[config.mk]
export PLATFORM = sky130hd
export DESIGN_NAME = bus_cycle_ctrl
export DESIGN_NICKNAME = d
export VERILOG_FILES = /design/src/rtl/bus_ctl_pkg.sv /design/src/rtl/bus_cfg_reg.sv /design/src/rtl/bus_seq.sv /design/src/rtl/bus_pins.sv /design/src/rtl/bus_cycle_ctrl.sv
export SDC_FILE = /design/constraint.sdc
export NUM_CORES = 1
export LEC_CHECK = 0
export ABC_AREA = 1
export BUFFER_PORTS_ARGS = -buffer_cell sky130_fd_sc_hd__buf_4
export CAP_MARGIN = 20
export CORE_MARGIN = 4
export CORE_UTILIZATION = 52
export DETAILED_ROUTE_END_ITERATION = 8
export PLACE_DENSITY = 0.8
export SETUP_SLACK_MARGIN = 0.15
export SLEW_MARGIN = 20
export SYNTH_ARGS = -nofsm -noshare
export SYNTH_HDL_FRONTEND = slang
export SYNTH_HIERARCHICAL = 1
export SYNTH_SLANG_ARGS = --single-unit
export TNS_END_PERCENT = 30
[constraint.sdc]
create_clock -name clk -period 2.25 [get_ports clk]
set_clock_uncertainty 0.2 [all_clocks]
set_input_delay 0.45 -clock clk [delete_from_list [all_inputs] [get_ports clk]]
set_output_delay 0.45 -clock clk [all_outputs]
set_load 0.05 [all_outputs]
[src/rtl/bus_ctl_pkg.sv]
`timescale 1ns/1ps
package bus_ctl_pkg;

    localparam int WAIT_W = 4;
    localparam int DATA_W = 16;
    localparam int HALF_W = DATA_W / 2;

    // configuration word, bit 0 at the bottom of the struct
    typedef struct packed {
        logic              cs_wr_gate;
        logic              cs_rd_gate;
        logic              rdy_pol;
        logic              rdy_en;
        logic              bus_en;
        logic              ale_long;
        logic [1:0]        fmt;      // [1]=16-bit data, [0]=shared lines
        logic              no_dly;
        logic              no_trn;
        logic [WAIT_W-1:0] wfield;
    } cfg_t;

    localparam int CFG_W = $bits(cfg_t);

    typedef enum logic [2:0] {
        PH_IDLE,
        PH_ALE,
        PH_DLY,
        PH_CMD,
        PH_END,
        PH_TRN
    } phase_e;

endpackage

[src/rtl/bus_cfg_reg.sv]
`timescale 1ns/1ps
module bus_cfg_reg
    import bus_ctl_pkg::*;
(
    input  logic             clk,
    input  logic             rst_n,
    input  logic             we,
    input  logic [CFG_W-1:0] wdata,
    output cfg_t             cfg
);

    cfg_t cfg_d, cfg_q;

    always_comb begin
        cfg_d = cfg_q;
        if (we) begin
            cfg_d = cfg_t'(wdata);
        end
    end

    always_ff @(posedge clk or negedge rst_n) begin
        if (!rst_n) begin
            cfg_q <= '0;
        end else begin
            cfg_q <= cfg_d;
        end
    end

    assign cfg = cfg_q;

endmodule

[src/rtl/bus_seq.sv]
`timescale 1ns/1ps
module bus_seq
    import bus_ctl_pkg::*;
#(
    parameter int ADDR_W = 16
) (
    input  logic              clk,
    input  logic              rst_n,
    input  logic [WAIT_W-1:0] wfield,
    input  logic              ale_long,
    input  logic              no_dly,
    input  logic              no_trn,
    input  logic              bus_en,
    input  logic              rdy_en,
    input  logic              rdy_pol,
    input  logic              wide,
    input  logic              req_valid,
    input  logic              req_write,
    input  logic [ADDR_W-1:0] req_addr,
    input  logic [DATA_W-1:0] req_wdata,
    input  logic              ready_in,
    input  logic [DATA_W-1:0] ad_in,
    output phase_e            phase,
    output logic              is_wr,
    output logic [ADDR_W-1:0] addr,
    output logic [DATA_W-1:0] wdata,
    output logic [DATA_W-1:0] rdata,
    output logic              req_ready,
    output logic              done
);

    typedef struct packed {
        phase_e            ph;
        logic [WAIT_W-1:0] cnt;
        logic              wr;
        logic [ADDR_W-1:0] addr;
        logic [DATA_W-1:0] wdata;
        logic [DATA_W-1:0] rdata;
    } seq_t;

    seq_t s_d, s_q;
    logic rdy_hit;
    logic [DATA_W-1:0] rd_fmt;

    assign rdy_hit = !rdy_en || (ready_in == rdy_pol);
    assign rd_fmt  = wide ? ad_in : {{HALF_W{1'b0}}, ad_in[HALF_W-1:0]};

    always_comb begin
        s_d = s_q;
        unique case (s_q.ph)
            PH_IDLE: begin
                if (req_valid && bus_en) begin
                    s_d.ph    = PH_ALE;
                    s_d.cnt   = WAIT_W'(ale_long);
                    s_d.wr    = req_write;
                    s_d.addr  = req_addr;
                    s_d.wdata = req_wdata;
                end
            end
            PH_ALE: begin
                if (s_q.cnt != '0) begin
                    s_d.cnt = s_q.cnt - WAIT_W'(1);
                end else if (no_dly) begin
                    s_d.ph  = PH_CMD;
                    s_d.cnt = ~wfield;
                end else begin
                    s_d.ph = PH_DLY;
                end
            end
            PH_DLY: begin
                s_d.ph  = PH_CMD;
                s_d.cnt = ~wfield;
            end
            PH_CMD: begin
                if (s_q.cnt != '0) begin
                    s_d.cnt = s_q.cnt - WAIT_W'(1);
                end else if (rdy_hit) begin
                    s_d.ph = PH_END;
                    if (!s_q.wr) begin
                        s_d.rdata = rd_fmt;
                    end
                end
            end
            PH_END: begin
                s_d.ph = no_trn ? PH_IDLE : PH_TRN;
            end
            PH_TRN: begin
                s_d.ph = PH_IDLE;
            end
            default: begin
                s_d.ph = PH_IDLE;
            end
        endcase
    end

    always_ff @(posedge clk or negedge rst_n) begin
        if (!rst_n) begin
            s_q <= '0;
        end else begin
            s_q <= s_d;
        end
    end

    assign phase     = s_q.ph;
    assign is_wr     = s_q.wr;
    assign addr      = s_q.addr;
    assign wdata     = s_q.wdata;
    assign rdata     = s_q.rdata;
    assign req_ready = (s_q.ph == PH_IDLE) && bus_en;
    assign done      = (s_q.ph == PH_END);

endmodule

[src/rtl/bus_pins.sv]
`timescale 1ns/1ps
module bus_pins
    import bus_ctl_pkg::*;
#(
    parameter int ADDR_W = 16
) (
    input  phase_e            phase,
    input  logic              is_wr,
    input  logic [ADDR_W-1:0] addr,
    input  logic [DATA_W-1:0] wdata,
    input  logic [1:0]        fmt,
    input  logic              cs_rd_gate,
    input  logic              cs_wr_gate,
    output logic              ale,
    output logic              rd_strb,
    output logic              wr_strb,
    output logic              rw_dir,
    output logic              cs,
    output logic [ADDR_W-1:0] addr_out,
    output logic [DATA_W-1:0] ad_out,
    output logic              ad_oe
);

    logic              busy;
    logic              gated;
    logic              shared;
    logic [DATA_W-1:0] wr_fmt;

    assign busy   = (phase == PH_ALE) || (phase == PH_DLY) ||
                    (phase == PH_CMD) || (phase == PH_END);
    assign gated  = is_wr ? cs_wr_gate : cs_rd_gate;
    assign shared = fmt[0];
    assign wr_fmt = fmt[1] ? wdata : {{HALF_W{1'b0}}, wdata[HALF_W-1:0]};

    always_comb begin
        ale      = (phase == PH_ALE);
        rd_strb  = (phase == PH_CMD) && !is_wr;
        wr_strb  = (phase == PH_CMD) && is_wr;
        rw_dir   = busy && is_wr;
        cs       = (phase == PH_CMD) ||
                   (!gated && ((phase == PH_ALE) || (phase == PH_DLY)));
        addr_out = (busy && !shared) ? addr : '0;
        ad_oe    = 1'b0;
        ad_out   = '0;
        if (phase == PH_ALE && shared) begin
            ad_oe  = 1'b1;
            ad_out = DATA_W'(addr);
        end else if (is_wr && ((phase == PH_ALE) || (phase == PH_DLY) ||
                               (phase == PH_CMD))) begin
            ad_oe  = 1'b1;
            ad_out = wr_fmt;
        end
    end

endmodule

[src/rtl/bus_cycle_ctrl.sv]
`timescale 1ns/1ps
module bus_cycle_ctrl
    import bus_ctl_pkg::*;
#(
    parameter int ADDR_W = 16
) (
    input  logic              clk,
    input  logic              rst_n,
    input  logic              cfg_we,
    input  logic [13:0]       cfg_wdata,
    input  logic              req_valid,
    input  logic              req_write,
    input  logic [ADDR_W-1:0] req_addr,
    input  logic [15:0]       req_wdata,
    output logic              req_ready,
    output logic              done,
    output logic [15:0]       rd_data,
    input  logic              ready_in,
    output logic              ale,
    output logic              rd_strb,
    output logic              wr_strb,
    output logic              rw_dir,
    output logic              cs,
    output logic [ADDR_W-1:0] addr_out,
    output logic [15:0]       ad_out,
    output logic              ad_oe,
    input  logic [15:0]       ad_in
);

    cfg_t              cfg_q;
    phase_e            phase;
    logic              is_wr;
    logic [ADDR_W-1:0] addr_q;
    logic [DATA_W-1:0] wdata_q;

    bus_cfg_reg u_cfg (
        .clk   (clk),
        .rst_n (rst_n),
        .we    (cfg_we),
        .wdata (cfg_wdata),
        .cfg   (cfg_q)
    );

    bus_seq #(.ADDR_W(ADDR_W)) u_seq (
        .clk       (clk),
        .rst_n     (rst_n),
        .wfield    (cfg_q.wfield),
        .ale_long  (cfg_q.ale_long),
        .no_dly    (cfg_q.no_dly),
        .no_trn    (cfg_q.no_trn),
        .bus_en    (cfg_q.bus_en),
        .rdy_en    (cfg_q.rdy_en),
        .rdy_pol   (cfg_q.rdy_pol),
        .wide      (cfg_q.fmt[1]),
        .req_valid (req_valid),
        .req_write (req_write),
        .req_addr  (req_addr),
        .req_wdata (req_wdata),
        .ready_in  (ready_in),
        .ad_in     (ad_in),
        .phase     (phase),
        .is_wr     (is_wr),
        .addr      (addr_q),
        .wdata     (wdata_q),
        .rdata     (rd_data),
        .req_ready (req_ready),
        .done      (done)
    );

    bus_pins #(.ADDR_W(ADDR_W)) u_pins (
        .phase      (phase),
        .is_wr      (is_wr),
        .addr       (addr_q),
        .wdata      (wdata_q),
        .fmt        (cfg_q.fmt),
        .cs_rd_gate (cfg_q.cs_rd_gate),
        .cs_wr_gate (cfg_q.cs_wr_gate),
        .ale        (ale),
        .rd_strb    (rd_strb),
        .wr_strb    (wr_strb),
        .rw_dir     (rw_dir),
        .cs         (cs),
        .addr_out   (addr_out),
        .ad_out     (ad_out),
        .ad_oe      (ad_oe)
    );

endmodule

==> impl_metrics.csv <==
group,metric,value,unit
outcome,status,"complete, but fails checks",
outcome,failed_checks,"setup timing",
timing,max_slew_margin,68.61,%
grt,grt_max_degree,37,
cells_and_area,multi_input_area,1886,um^2
floorplanning,row_count,32,
critical_path,cp-start-kind,"register",
synth,ys_ff_latch,70,
timing,tns,-0.4604,ns
timing,final-hold-violation-count,0,
timing,slew_violations,0,
timing,tightest_slew,0.4709,ns
synth,ys_warn_count,6,
synth,synth_area,4178,um^2
critical_path,worstSetupPathType,"reg2out",
drt,vias_per_cell,4.974,
worst_hold_path,worstHoldPathType,"in2reg",
critical_path,cp_data_arrival_time,1.66,ns
drt,drt_iter0_markers,115,
clock_network,clkTransAtPathRegs,0.08,ns
place,placed_cell_area,4856,um^2
critical_path,r2r_end,"u_seq/phase[2]$_DFFE_PN0P_",
synth,syn_nets,561,
floorplanning,dieHeight,97.64,um
synth,synth_top_area_share,41.93,%
pwr,switching_share,49.98,%
grt,grt_pass1_vias,3250,
grt,grt_use_total,19.47,%
clock_network,cts_made_buffers,9,
synth,synth_edf_count,0,
synth,syn_avg_cell_area,8.509,um^2
synth,synthFlopType,"dfrtp_1",
cells_and_area,design_area,5512,um^2
grt,grt_pass1_wl,15.07,mm
worst_hold_path,min-delay-start,"cfg_wdata[12]",
clock_network,cts_root_buf,"clkbuf_8",
critical_path,path_max_fanout,8,
synth,synth_area_leader_cell,"dfrtp_1",
place,io_buffers,123,
floorplanning,start_util,53.79,%
synth,synthTopCellsByArea,"dfrtp_1 (42%), nand2_1 (13%), buf_4 (10%)",
pwr,pwr-share-comb,61.3,%
clock_network,htreeDepth,3,
worst_hold_path,whs_path_depth,3,
synth,async_reset_ff_share,100.0,%
floorplanning,core,7767,um^2
synth,yosysUniqueCellTypes,30,
pwr,max-vdd-ir-drop,0.8042,mV
synth,synth_common_cells,"nand2_1 (147), dfrtp_1 (70), buf_4 (56), inv_1 (55), nand3_1 (32)",
cells_and_area,antenna_cells,0,
pwr,p_clk_share,13.2,%
drt,ant_nets,0,
pwr,power.internal,4.357,mW
clock_network,clkSinkCount,70,
timing,rsz0062_at_grt,"yes",
pwr,power_frac_seq,25.5,%
floorplanning,die_w,97.64,um
critical_path,crit_path_end_kind,"primary output",
timing,setup_ws,-0.05777,ns
clock_network,insertion_delay,0.34,ns
critical_path,r2r-start,"u_seq/s_q[52]$_DFFE_PN0P_",
synth,yosysSeqAreaShare,41.93,%
cells_and_area,drive_above_1_share,47.08,%
cells_and_area,nets,647,
pwr,p_leak,2.879,nW
drt,vias,3402,
worst_hold_path,min_to,"u_cfg/cfg[12]$_DFFE_PN0P_",
critical_path,rrSetupSlack,0.36,ns
drt,drt-pass1-iter-count,4,
clock_network,cts_tree,"yes",
cells_and_area,area_growth,31.93,%
timing,period_share,102.6,%
grt,antenna_found_initial,0,
grt,grt.overflow.total,0,
floorplanning,die-area,9533,um^2
pwr,power_density,1580,nW/um^2
pwr,switching_power,4.354,mW
timing,min_period,2.308,ns
drt,drc_errors,0,
timing,clock.fmax,433.3,MHz
place,gp_congestion,0.8806,
synth,synth.most_common_cell,"nand2_1",
drt,post_drt_wl_per_cell,14.61,um
critical_path,reg2reg_depth,6,
synth,synthCells,491,
floorplanning,io-pin-count,124,
run,drv_cap,0,
place,hpwl,7.083,mm
clock_network,cts_max_path_buffers,2,
cells_and_area,ff_latch_area,1755,um^2
critical_path,required,1.60,ns
timing,finalSetupViolCount,20,
drt,finalWirelength,9.991,mm
cells_and_area,fill_cells,574,
-- final cells by class --
cell class / instances / area share, %
Inverter: 60 / 4.291
Timing Repair Buffer: 139 / 23.22
Multi-Input combinational cell: 297 / 34.21
Clock buffer: 9 / 2.247
Sequential cell: 70 / 31.85
Clock inverter: 7 / 1.862
Tap cell: 102 / 2.316
-- power groups by stage --
| stage | Clock, mW | Sequential [mW] | Combinational, mW |
|---|---|---|---|
| 6_report | 1.15 | 2.22 | 5.34 |
| 5_1_grt | 1.23 | 2.29 | 5.68 |
| 4_1_cts | 1.17 | 2.20 | 4.95 |
| 3_5_place_dp | 0 | 2.20 | 4.69 |
| 3_3_place_gp | 0 | 2.17 | 4.60 |
| 2_1_floorplan | 0 | 2.06 | 4.15 |
-- registers in the layout (all words and copies together), names as in the netlist --
signal and count:
u_cfg/cfg 14, u_seq/addr 16, u_seq/is_wr 1, u_seq/phase 3
u_seq/rdata 16, u_seq/s_q 4, u_seq/wdata 16
-- cells by family (layout without fill, tap and decap cells) --
| group | Yosys count | after routing | share of synthesized area [%] |
|---|---|---|---|
| AND/OR/NAND/NOR | 235 | 236 | 25.97 |
| flip-flops | 70 | 70 | 41.93 |
| multiplexers | 33 | 33 | 8.895 |
| adder cells (fa/ha/maj) | 2 | 2 | 0.5989 |
| buffers and inverters | 125 | 215 | 17.85 |
| AO/OA/AOI/OAI | 26 | 26 | 4.762 |
-- stage by stage --
step / hold slack, ns / setup WS [ns] / std cells / utilization (%) / power, mW
finish: 0.1063 / -0.05777 / 684 / 70.96 / 8.711
CTS: 0.09467 / -0.04308 / 682 / 68.14 / 8.317
global placement: 0.2390 / 0.2416 / 662 / 62.52 / 6.764
global route: 0.1075 / -0.1531 / 684 / 70.96 / 9.199
detailed placement: 0.2396 / 0.1607 / 662 / 62.52 / 6.889
floorplan: -0.04559 / -0.04336 / 491 / - / 6.214
-- cell usage in the layout (no fill, tap or decap), types with 3 or more instances in the layout --
master    instances
o21ai_0           3
nand3_2          10
buf_12            4
buf_8             7
nand2_2          19
nor2_1           13
inv_1            53
nor2_4           16
nand3_1          22
nor2_2            7
buf_6            35
o21ai_2          18
clkbuf_8          9
mux2_1            3
buf_4            92
nand2_1         139
inv_6             3
inv_2             5
dfrtp_1          67
dfrtp_2           3
mux2_2           30
-- worst max path at each step --
stage	start	end	slack (ns)
after detailed placement	u_seq/phase[2]$_DFFE_PN0P_	ad_out[10]	0.16
final	u_seq/phase[0]$_DFFE_PN0P_	addr_out[6]	-0.06
after global routing	u_seq/phase[0]$_DFFE_PN0P_	ad_out[15]	-0.15
after CTS	u_seq/phase[1]$_DFFE_PN0P_	addr_out[10]	-0.04
after global placement	u_seq/phase[2]$_DFFE_PN0P_	ad_out[10]	0.24
after floorplan	u_seq/phase[1]$_DFFE_PN0P_	addr_out[10]	-0.04
-- repair_timing --
| item | in CTS | in global routing |
|---|---|---|
| endpoints found under the setup margin | 36 | 40 |
| pin swaps | 8 | 5 |
| resized for setup | 46 | 46 |
| cloned | 0 | 1 |
| hold buffers | 1 | 0 |
| setup buffers | 3 | 1 |
| hold endpoints to repair | 35 | 0 |
-- routing by layer --
metal	part of all wire, %	wire (um)	GRT usage (%)
met3	5.9	585	4.451
met5	0	0	0
met2	52	5158	33.63
met1	41	4073	23.97
met4	1.7	173	6.496
-- worst max-delay path, cell delays in order, from the launching register on --
cell	delay, ns
dfrtp_2	0.47
nor2_4	0.16
nand2_2	0.09
nand2_4	0.14
nand2_8	0.14
nor2_4	0.15
buf_6	0.16
No activity file was read; power rests on OpenSTA's default activity.
